File: config.mk
export PLATFORM = sky130hd
export DESIGN_NAME = fuzzy_vf_engine
export DESIGN_NICKNAME = d
export VERILOG_FILES = /design/src/rtl/fuzzy_pkg.sv /design/src/rtl/fuzzy_member.sv /design/src/rtl/fuzzy_divider.sv /design/src/rtl/fuzzy_ctrl.sv /design/src/rtl/fuzzy_datapath.sv /design/src/rtl/fuzzy_vf_engine.sv
export SDC_FILE = /design/constraint.sdc
export NUM_CORES = 2
export LEC_CHECK = 0
export BUFFER_PORTS_ARGS = -buffer_cell sky130_fd_sc_hd__buf_2
export CORE_MARGIN = 1.5
export CORE_UTILIZATION = 40
export DETAILED_ROUTE_END_ITERATION = 8
export REMOVE_ABC_BUFFERS = 1
export SKIP_CTS_REPAIR_TIMING = 1
export SYNTH_ARGS = -nofsm -noshare
export SYNTH_HDL_FRONTEND = slang
export SYNTH_SLANG_ARGS = --single-unit
File: constraint.sdc
create_clock -name clk -period 101.1 [get_ports clk]
set_input_delay 15.165 -clock clk [delete_from_list [all_inputs] [get_ports clk]]
set_output_delay 15.165 -clock clk [all_outputs]
set_load 0.05 [all_outputs]
File: src/rtl/fuzzy_pkg.sv
package fuzzy_pkg;
  localparam int DegW         = 8;
  localparam int NumLoadTerms = 5;
  localparam int NumRateTerms = 3;
  localparam int NumRules     = NumLoadTerms * NumRateTerms;
  localparam int LoadStep     = 32;
  localparam int LoadSlope    = 8;
  localparam int RateStep     = 15;
  localparam int RateSlope    = 17;
  localparam logic [DegW-1:0] LevelLow  = 8'h20;
  localparam logic [DegW-1:0] LevelMid  = 8'h80;
  localparam logic [DegW-1:0] LevelHigh = 8'hE0;

  typedef struct packed {
    logic [DegW-1:0] riseStart;
    logic [DegW-1:0] riseSlope;
    logic [DegW-1:0] fallStart;
    logic [DegW-1:0] fallSlope;
  } mf_param_t;

  typedef struct packed {
    logic capEn;
    logic sumEn;
    logic divEn;
  } fuzzy_strobe_t;

  function automatic mf_param_t loadTerm(int k);
    mf_param_t p;
    p.riseStart = DegW'(k * LoadStep);
    p.riseSlope = DegW'(LoadSlope);
    p.fallStart = DegW'((k + 1) * LoadStep);
    p.fallSlope = DegW'(LoadSlope);
    return p;
  endfunction

  // the top rate term carries a plateau one grid step wide
  function automatic mf_param_t rateTerm(int k);
    mf_param_t p;
    p.riseStart = DegW'(k * RateStep);
    p.riseSlope = DegW'(RateSlope);
    p.fallStart = (k == NumRateTerms - 1) ? DegW'((k + 2) * RateStep)
                                          : DegW'((k + 1) * RateStep);
    p.fallSlope = DegW'(RateSlope);
    return p;
  endfunction

  function automatic logic [DegW-1:0] ruleLevel(int t, int d);
    if (t + d <= 1)      return LevelLow;
    else if (t + d <= 3) return LevelMid;
    else                 return LevelHigh;
  endfunction
endpackage

File: src/rtl/fuzzy_member.sv
module fuzzy_member
  import fuzzy_pkg::*;
#(
  parameter mf_param_t Shape = '0
) (
  input  logic [DegW-1:0] x,
  output logic [DegW-1:0] degree
);
  localparam int ProdW = 2 * DegW;
  localparam logic [ProdW-1:0] DegMax = ProdW'((1 << DegW) - 1);

  logic [DegW-1:0]  riseDist, fallDist;
  logic [ProdW-1:0] riseProd, fallProd;

  always_comb begin
    riseDist = x - Shape.riseStart;
    fallDist = x - Shape.fallStart;
    riseProd = {{DegW{1'b0}}, riseDist} * {{DegW{1'b0}}, Shape.riseSlope};
    fallProd = {{DegW{1'b0}}, fallDist} * {{DegW{1'b0}}, Shape.fallSlope};
    if (x < Shape.riseStart) begin
      degree = '0;
    end else if (x < Shape.fallStart) begin
      degree = (riseProd > DegMax) ? DegMax[DegW-1:0] : riseProd[DegW-1:0];
    end else begin
      degree = (fallProd >= DegMax) ? '0 : DegW'(DegMax - fallProd);
    end
  end
endmodule

File: src/rtl/fuzzy_divider.sv
module fuzzy_divider #(
  parameter int NumW   = 20,
  parameter int DenW   = 12,
  parameter int QuoW   = 16,
  parameter int ShiftW = 8
) (
  input  logic [NumW-1:0] num,
  input  logic [DenW-1:0] den,
  output logic [QuoW-1:0] quo
);
  localparam int DivW = NumW + ShiftW;

  logic [DivW-1:0] rem [QuoW];

  assign rem[0] = {num, {ShiftW{1'b0}}};

  for (genvar b = 0; b < QuoW; b++) begin : g_step
    localparam int Sh = QuoW - 1 - b;
    logic [DivW-1:0] trial;
    assign trial   = DivW'(den) << Sh;
    assign quo[Sh] = (den != '0) && (rem[b] >= trial);
    if (b < QuoW - 1) begin : g_next
      assign rem[b+1] = quo[Sh] ? rem[b] - trial : rem[b];
    end
  end
endmodule

File: src/rtl/fuzzy_ctrl.sv
module fuzzy_ctrl
  import fuzzy_pkg::*;
(
  input  logic          clk,
  input  logic          rstN,
  input  logic          inValid,
  output fuzzy_strobe_t strobe,
  output logic          outValid
);
  logic [1:0] stageValid;
  logic       doneQ;

  always_ff @(posedge clk) begin
    if (!rstN) begin
      stageValid <= '0;
      doneQ      <= 1'b0;
    end else begin
      stageValid <= {stageValid[0], inValid};
      doneQ      <= stageValid[1];
    end
  end

  assign strobe.capEn = inValid;
  assign strobe.sumEn = stageValid[0];
  assign strobe.divEn = stageValid[1];
  assign outValid     = doneQ;
endmodule

File: src/rtl/fuzzy_datapath.sv
module fuzzy_datapath
  import fuzzy_pkg::*;
#(
  parameter int OutW = 16
) (
  input  logic            clk,
  input  logic            rstN,
  input  fuzzy_strobe_t   strobe,
  input  logic [DegW-1:0] trafficIn,
  input  logic [DegW-1:0] rateIn,
  output logic [OutW-1:0] result
);
  localparam int RuleCntW = $clog2(NumRules + 1);
  localparam int DenW     = DegW + RuleCntW;
  localparam int NumW     = 2 * DegW + RuleCntW;
  localparam int ScaleW   = OutW - DegW;

  logic [DegW-1:0] trafficQ, rateQ;
  logic [DegW-1:0] loadDeg [NumLoadTerms];
  logic [DegW-1:0] rateDeg [NumRateTerms];
  logic [DegW-1:0] weight;
  logic [NumW-1:0] numSum, numQ;
  logic [DenW-1:0] denSum, denQ;
  logic [OutW-1:0] quotient, resultQ;

  for (genvar k = 0; k < NumLoadTerms; k++) begin : g_load
    fuzzy_member #(.Shape(loadTerm(k))) member_i (.x(trafficQ), .degree(loadDeg[k]));
  end

  for (genvar k = 0; k < NumRateTerms; k++) begin : g_rate
    fuzzy_member #(.Shape(rateTerm(k))) member_i (.x(rateQ), .degree(rateDeg[k]));
  end

  always_comb begin
    numSum = '0;
    denSum = '0;
    weight = '0;
    for (int t = 0; t < NumLoadTerms; t++) begin
      for (int d = 0; d < NumRateTerms; d++) begin
        weight = (loadDeg[t] < rateDeg[d]) ? loadDeg[t] : rateDeg[d];
        numSum = numSum + NumW'(weight) * NumW'(ruleLevel(t, d));
        denSum = denSum + DenW'(weight);
      end
    end
  end

  fuzzy_divider #(
    .NumW(NumW), .DenW(DenW), .QuoW(OutW), .ShiftW(ScaleW)
  ) divider_i (
    .num(numQ), .den(denQ), .quo(quotient)
  );

  always_ff @(posedge clk) begin
    if (!rstN) begin
      trafficQ <= '0;
      rateQ    <= '0;
      numQ     <= '0;
      denQ     <= '0;
      resultQ  <= '0;
    end else begin
      if (strobe.capEn) begin
        trafficQ <= trafficIn;
        rateQ    <= rateIn;
      end
      if (strobe.sumEn) begin
        numQ <= numSum;
        denQ <= denSum;
      end
      if (strobe.divEn) resultQ <= quotient;
    end
  end

  assign result = resultQ;
endmodule

File: src/rtl/fuzzy_vf_engine.sv
module fuzzy_vf_engine
  import fuzzy_pkg::*;
#(
  parameter int OutW = 16
) (
  input  logic            clk,
  input  logic            rstN,
  input  logic            inValid,
  input  logic [DegW-1:0] trafficIn,
  input  logic [DegW-1:0] rateIn,
  output logic            outValid,
  output logic [OutW-1:0] result
);
  fuzzy_strobe_t strobe;

  fuzzy_ctrl ctrl_i (
    .clk(clk), .rstN(rstN), .inValid(inValid), .strobe(strobe), .outValid(outValid)
  );

  fuzzy_datapath #(.OutW(OutW)) datapath_i (
    .clk(clk), .rstN(rstN), .strobe(strobe),
    .trafficIn(trafficIn), .rateIn(rateIn), .result(result)
  );
endmodule

---- Word level (Yosys, flattened, before mapping) ----
Cells that the tools add are included.
word-level totals
  latch bits .............................. 0
  bits in read-only memories .............. 0
  logic and storage cells ................. 212
  register bits ........................... 67
  bits of input ports ..................... 19
  RAM bits ................................ 0
  output and inout port bits .............. 17
  memories ................................ 0
cells by class
  shifts and indexed selects .............. 0
  div/mod/pow operators ................... 0
  muxes and demuxes ....................... 62
  add/subtract/negate cells ............... 59
  reductions and logical operators ........ 17
  multipliers ............................. 10
  bitwise gates (word level) .............. 0
  equal/unequal tests ..................... 0
  magnitude comparators ................... 57
operators with widths
  operator                                                             count
  2-to-1 mux 28 bit                                                    15
  2-to-1 mux 8 bit                                                     47
  adder 12 x 8 -> 12 bit                                               13
  adder 20 x 15 -> 20 bit                                              6
  adder 20 x 16 -> 20 bit                                              6
  less-than comparator 8 bit                                           15
  multiplier 8 x 3 -> 11 bit (second input constant)                   6
  subtractor 8 bit (first input constant)                              8
  greater-or-equal comparator 11 x 8 -> 1 bit (second input constant)  5
  greater-than comparator 11 x 8 -> 1 bit (second input constant)      5
  multiplier 8 x 5 -> 13 bit (second input constant)                   4
  greater-or-equal comparator 13 x 8 -> 1 bit (second input constant)  3
  greater-than comparator 13 x 8 -> 1 bit (second input constant)      3
  greater-or-equal comparator 28 x 12 -> 1 bit                         1
  greater-or-equal comparator 28 x 13 -> 1 bit                         1
  greater-or-equal comparator 28 x 14 -> 1 bit                         1
  greater-or-equal comparator 28 x 15 -> 1 bit                         1
  greater-or-equal comparator 28 x 16 -> 1 bit                         1
  greater-or-equal comparator 28 x 17 -> 1 bit                         1
  greater-or-equal comparator 28 x 18 -> 1 bit                         1
  greater-or-equal comparator 28 x 19 -> 1 bit                         1
  greater-or-equal comparator 28 x 20 -> 1 bit                         1
  greater-or-equal comparator 28 x 21 -> 1 bit                         1
  greater-or-equal comparator 28 x 22 -> 1 bit                         1
  36 further kinds                                                     58

---- Logic depth before layout (Yosys ltp) ----
  depth after elaboration ................. 47
  mapped depth ............................ 291
  depth with buffers taken out ............ 276

---- Cells and area by module ----
A second synthesis with hierarchy kept.
unflattened totals
  cell total of the unflattened synthesis .. 4281
  area total of the unflattened synthesis .. 34443.0 sq um
by module, submodules not included
  module                                        area each (sq um)  instances  seq. area each (sq um)  cells an instance
  fuzzy_datapath                                15551.2            1          1181.1                  1556
  fuzzy_divider                                 15471.1            1          0.0                     2296
  fuzzy_member (datapath_i.g_rate[1].member_i)  954.7              1          0.0                     117
  fuzzy_member (datapath_i.g_rate[2].member_i)  904.6              1          0.0                     112
  fuzzy_member (datapath_i.g_rate[0].member_i)  709.4              1          0.0                     92
  fuzzy_member (datapath_i.g_load[4].member_i)  181.4              1          0.0                     22
  fuzzy_member (datapath_i.g_load[2].member_i)  165.2              1          0.0                     21
  fuzzy_member (datapath_i.g_load[0].member_i)  161.4              1          0.0                     20
  fuzzy_member (datapath_i.g_load[1].member_i)  128.9              1          0.0                     20
  fuzzy_member (datapath_i.g_load[3].member_i)  128.9              1          0.0                     18
  fuzzy_ctrl                                    86.3               1          60.1                    7

---- Worst setup path before layout ----
Ideal clock, no wire load.
  kind .................................... flip-flop to flip-flop
  from .................................... register datapath_i.denQ[1]
  to ...................................... register datapath_i.resultQ[0], in the netlist datapath_i.result[0]
  path slack .............................. 52.183 ns
  data arrival time ....................... 48.787 ns
  cell stages (with the launch flop) ...... 278
  buffers on the path ..................... 21
  path through ............................ dfxtp_1 -> inv_1 -> ha_1 -> nand2b_1 -> a211oi_1 -> o311a_1 -> nor2_1 -> clkbuf_1 -> a21oi_1 -> fa_1 -> nand2b_1 -> a211oi_1 -> o31ai_1 -> a21oi_1 -> o41ai_4 -> nor2_2 -> clkbuf_1 -> mux2_2 -> (+242 left out) -> nand2_1 -> buf_2 -> mux2_1 -> ha_1 -> a21oi_1 -> nor2b_1 -> o21ai_0 -> nand2b_1 -> a21oi_1 -> nor2b_1 -> o21ai_0 -> nand2b_1 -> a21oi_1 -> o211a_1 -> nand3b_1 -> a2111o_1 -> nor4_1 -> a21oi_1
on the way
  word-level cells in the longest chain between the ends .. 47
  elaborated cells between the ends (all ways) .. 63
  those cells by class .................... 15 x add/sub; 16 x order compare; 15 x mux; 17 x reduce/logical
RTL lines
  element                                                                                     RTL line              RTL
  from (decl)                                                                                 fuzzy_datapath.sv:23  logic [DenW-1:0] denSum, denQ;
  from (signal assigned)                                                                      fuzzy_datapath.sv:67  denQ <= denSum;
  greater-or-equal comparator 28 x 27 -> 1 bit / nonzero test 12 bit (equally long branches)  fuzzy_divider.sv:21   assign quo[Sh] = (den != '0) && (rem[b] >= trial);
  logical AND 1 bit                                                                           fuzzy_divider.sv:21
  2-to-1 mux 28 bit                                                                           fuzzy_divider.sv:23   assign rem[b+1] = quo[Sh] ? rem[b] - trial : rem[b];
  greater-or-equal comparator 28 x 26 -> 1 bit                                                fuzzy_divider.sv:21
  logical AND 1 bit                                                                           fuzzy_divider.sv:21
  2-to-1 mux 28 bit                                                                           fuzzy_divider.sv:23
  greater-or-equal comparator 28 x 25 -> 1 bit                                                fuzzy_divider.sv:21
  logical AND 1 bit                                                                           fuzzy_divider.sv:21
  (+31 left out)                                                                              -
  greater-or-equal comparator 28 x 14 -> 1 bit                                                fuzzy_divider.sv:21
  logical AND 1 bit                                                                           fuzzy_divider.sv:21
  2-to-1 mux 28 bit                                                                           fuzzy_divider.sv:23
  greater-or-equal comparator 28 x 13 -> 1 bit                                                fuzzy_divider.sv:21
  logical AND 1 bit                                                                           fuzzy_divider.sv:21
  2-to-1 mux 28 bit                                                                           fuzzy_divider.sv:23
  greater-or-equal comparator 28 x 12 -> 1 bit                                                fuzzy_divider.sv:21
  logical AND 1 bit *                                                                         fuzzy_divider.sv:21
  to (signal assigned)                                                                        fuzzy_datapath.sv:69  if (strobe.divEn) resultQ <= quotient;
  to (decl)                                                                                   fuzzy_datapath.sv:24  logic [OutW-1:0] quotient, resultQ;
Mark *: on every way between the ends. The rest lies on a longest branch, timed or not.
A chain may end at the register's enable or synchronous reset.

---- Worst setup path in the final report ----
  from .................................... register datapath_i.denQ[10]
  to ...................................... register datapath_i.resultQ[0], in the netlist datapath_i.result[0]
Same word-level chain as after synthesis.

==> results.yml <==
yosys:
  ys.warnings.count: 0
  netlist_top_cells_area: "ha_1 17%, fa_1 16%, inv_1 4.9%, a21oi_1 4.4%, mux2i_1 4.0%"
  yosysTopAreaCell: "ha_1"
  synth.most_common_cell: "ha_1"
  synth_mux_area_share_pct: 4.94
  seq_area_frac_synth_pct: 3.87
  avgSynthCellArea_um2: 7.71
  yosysTopAreaCellShare_pct: 17.4
  synth_edf_count: 0
  async_reset_ff_share_pct: 0
  synth_cells: 4155
  syn-cell-area_um2: 32000
  synth_xor_area_share_pct: 5.74
  synth_top_family_by_area: "adder cells"
  synth_flop_cell: "dfxtp_1"
  synth_compound_area_share_pct: 25.2
  synthAdderAreaFrac_pct: 33.4
  synth_seq_cells: 62
  ys_types: 123
  ys_top_cells_by_count: "445 x ha_1, 420 x inv_1, 322 x nand2_1"
  synthSimpleGateAreaFrac_pct: 20.3
floorplanning:
  fp-row-count: 103
  die_area_um2: 81800
  core-area_um2: 79100
  die_h_um: 286
  fp.dieW_um: 286
  initial_core_util_pct: 40.5
  io_pins: 36
timing:
  slew_headroom_pct: 25.6
  setup_slack_ns: 46.33
  period_share_pct: 54.2
  maxSlewViolCount: 0
  finalSetupViolations: 0
  hold_viol_final: 0
  fin_skew_ns: 0.0211
  fin_crit_ns: 54.77
  rsz0062_at_grt: "false"
  fmax_mhz: 18.3
  finalSetupTns_ns: 0
  tightest_slew_ns: 1.12
route:
  viasPerCell: 5.83
  drtPass1Iterations: 6
  wire_per_inst_um: 20.2
  dr.first_iter.drc_count: 2516
  routed_wl_um: 105000
  vias: 30300
  drc: 0
  ant_nets: 0
worst_hold_path:
  hold_path_depth: 2
  hold_path_class: "reg2reg"
critical_path:
  cp_max_fo: 24
  crit_required_ns: 101.37
  critPathBufInv: 13
  cp_common_cell: "o21a_1"
  path_depth: 265
  slowest_stage: "nor4_2"
  reg2regPathDepth: 265
  startpoint_type: "flop"
  path_class: "reg2reg"
  max_stage_delay_ns: 0.88
  endpoint_kind: "flop"
  arrival_ns: 55.04
  crit_family: "compound AO/OA/AOI/OAI gates"
final_layout:
  fillers: 8202
  final_core_util_pct: 42.7
  multi_input_area_um2: 28800
  regArea_um2: 1240
  finalNonFillerCells: 5191
  drive_gt1_share_pct: 5.19
  synthToLayoutAreaGrowth_pct: 5.38
  antennaDiodeCount: 0
  layout.nets: 4857
cts:
  clockBufferDepth: 2
  cts.sinks: 62
  clkTransAtPathRegs_ns: 0.08
  htreeDepth: 3
  numCtsBuffers: 9
  cts_tree: "built"
  cts-root-buf: "clkbuf_16"
  clk_latency_ns: 0.39
global_routing:
  grt_pass1_wl_um: 164000
  globalRouteOverflowTotal: 0
  grt_pass1_vias: 28900
  globalRouteTotalUtil_pct: 25.3
  grt_max_degree: 55
  antenna_found_initial: 1
place:
  hpwl_um: 84600
  dp_worst_setup_slack_ns: 47.31
  place_congestion: 0.945
  portBuffers: 35
  dp.cells: 5175
status:
  status: "completed"
job:
  maxCapViolations: 0
-- state kept, by name (all words and copies together), names as in the netlist --
| register | cells |
|---|---|
| datapath_i.numQ | 15 |
| ctrl_i.stageValid | 2 |
| datapath_i.result | 16 |
| datapath_i.rateQ | 8 |
| datapath_i.denQ | 12 |
| datapath_i.trafficQ | 8 |
| ctrl_i.outValid | 1 |
-- kinds of logic (layout without fill, tap and decap cells) --
group / Yosys count / count (layout)
simple gates: 1288 / 1288
buf+inv: 540 / 526
mux: 154 / 154
flops: 62 / 62
compound gates: 1199 / 1199
fa+ha+maj: 702 / 702
xor+xnor: 210 / 210
-- worst reg2reg max path, delay by kind of cell, from the launching register on --
family,cells,cell delay [ns]
muxes,3,1.08
AOI/OAI and AO/OA,141,30.09
adders and majority gates,16,5.44
DFF,1,0.33
buffers and inverters,13,2.24
and+or+nand+nor,92,15.52
-- cell type report --
class / instances / share of cell area [%]
multi-input cells: 3553 / 85.2
repair buffers: 88 / 1.70
clock buffers: 9 / 0.667
clock inverters: 7 / 0.219
well taps: 1050 / 3.89
flip-flops and latches: 62 / 3.68
inverters: 422 / 4.69
-- path summary, 6_finish.rpt --
kind                                            start               endpoint  slack, ns
worst min-delay path            datapath_i.result[13]  datapath_i.result[13]       0.51
worst max register to register    datapath_i.denQ[10]   datapath_i.result[0]      46.33
worst min register to register  datapath_i.result[13]  datapath_i.result[13]       0.51
worst max-delay path              datapath_i.denQ[10]   datapath_i.result[0]      46.33
-- placed cells by master (no fill, tap or decap), types with 19 or more instances in the layout --
master,n
a211oi_1,30
a21o_1,122
a21oi_1,282
a31oi_1,23
and2_1,54
and3_1,25
buf_2,35
buf_4,53
dfxtp_1,61
fa_1,257
ha_1,445
inv_1,420
mux2_2,20
mux2i_1,128
nand2_1,322
nand2b_1,106
nand3_1,69
nand4_1,43
nor2_1,316
nor2b_1,109
nor3_1,92
nor4_1,24
o211ai_1,34
o21a_1,102
o21ai_0,248
o21ai_1,22
o21bai_1,41
o22ai_1,19
o31ai_1,72
or3_1,32
xnor2_1,140
xor2_1,70
-- per-stage QoR --
| step | hold slack (ns) | area (um^2) |
|---|---|---|
| finish | 0.509 | 33800 |
| global route | 0.547 | 33800 |
| CTS | 0.518 | 33800 |
| detailed placement | 0.502 | 33500 |
| global placement | 0.489 | 33500 |
| floorplan | 0.481 | 31600 |
-- routing by layer --
metal / wire, um / part of all wire [%] / track usage [%]
met1: 50400 / 48 / 36.7
met2: 45000 / 43 / 39.3
met3: 6440 / 6.1 / 2.88
met4: 2930 / 2.8 / 7.42
met5: 13 / 0.012 / 0
Power is not shown: default switching activity piles up to over one toggle a cycle in this logic, so the estimate is an artifact.
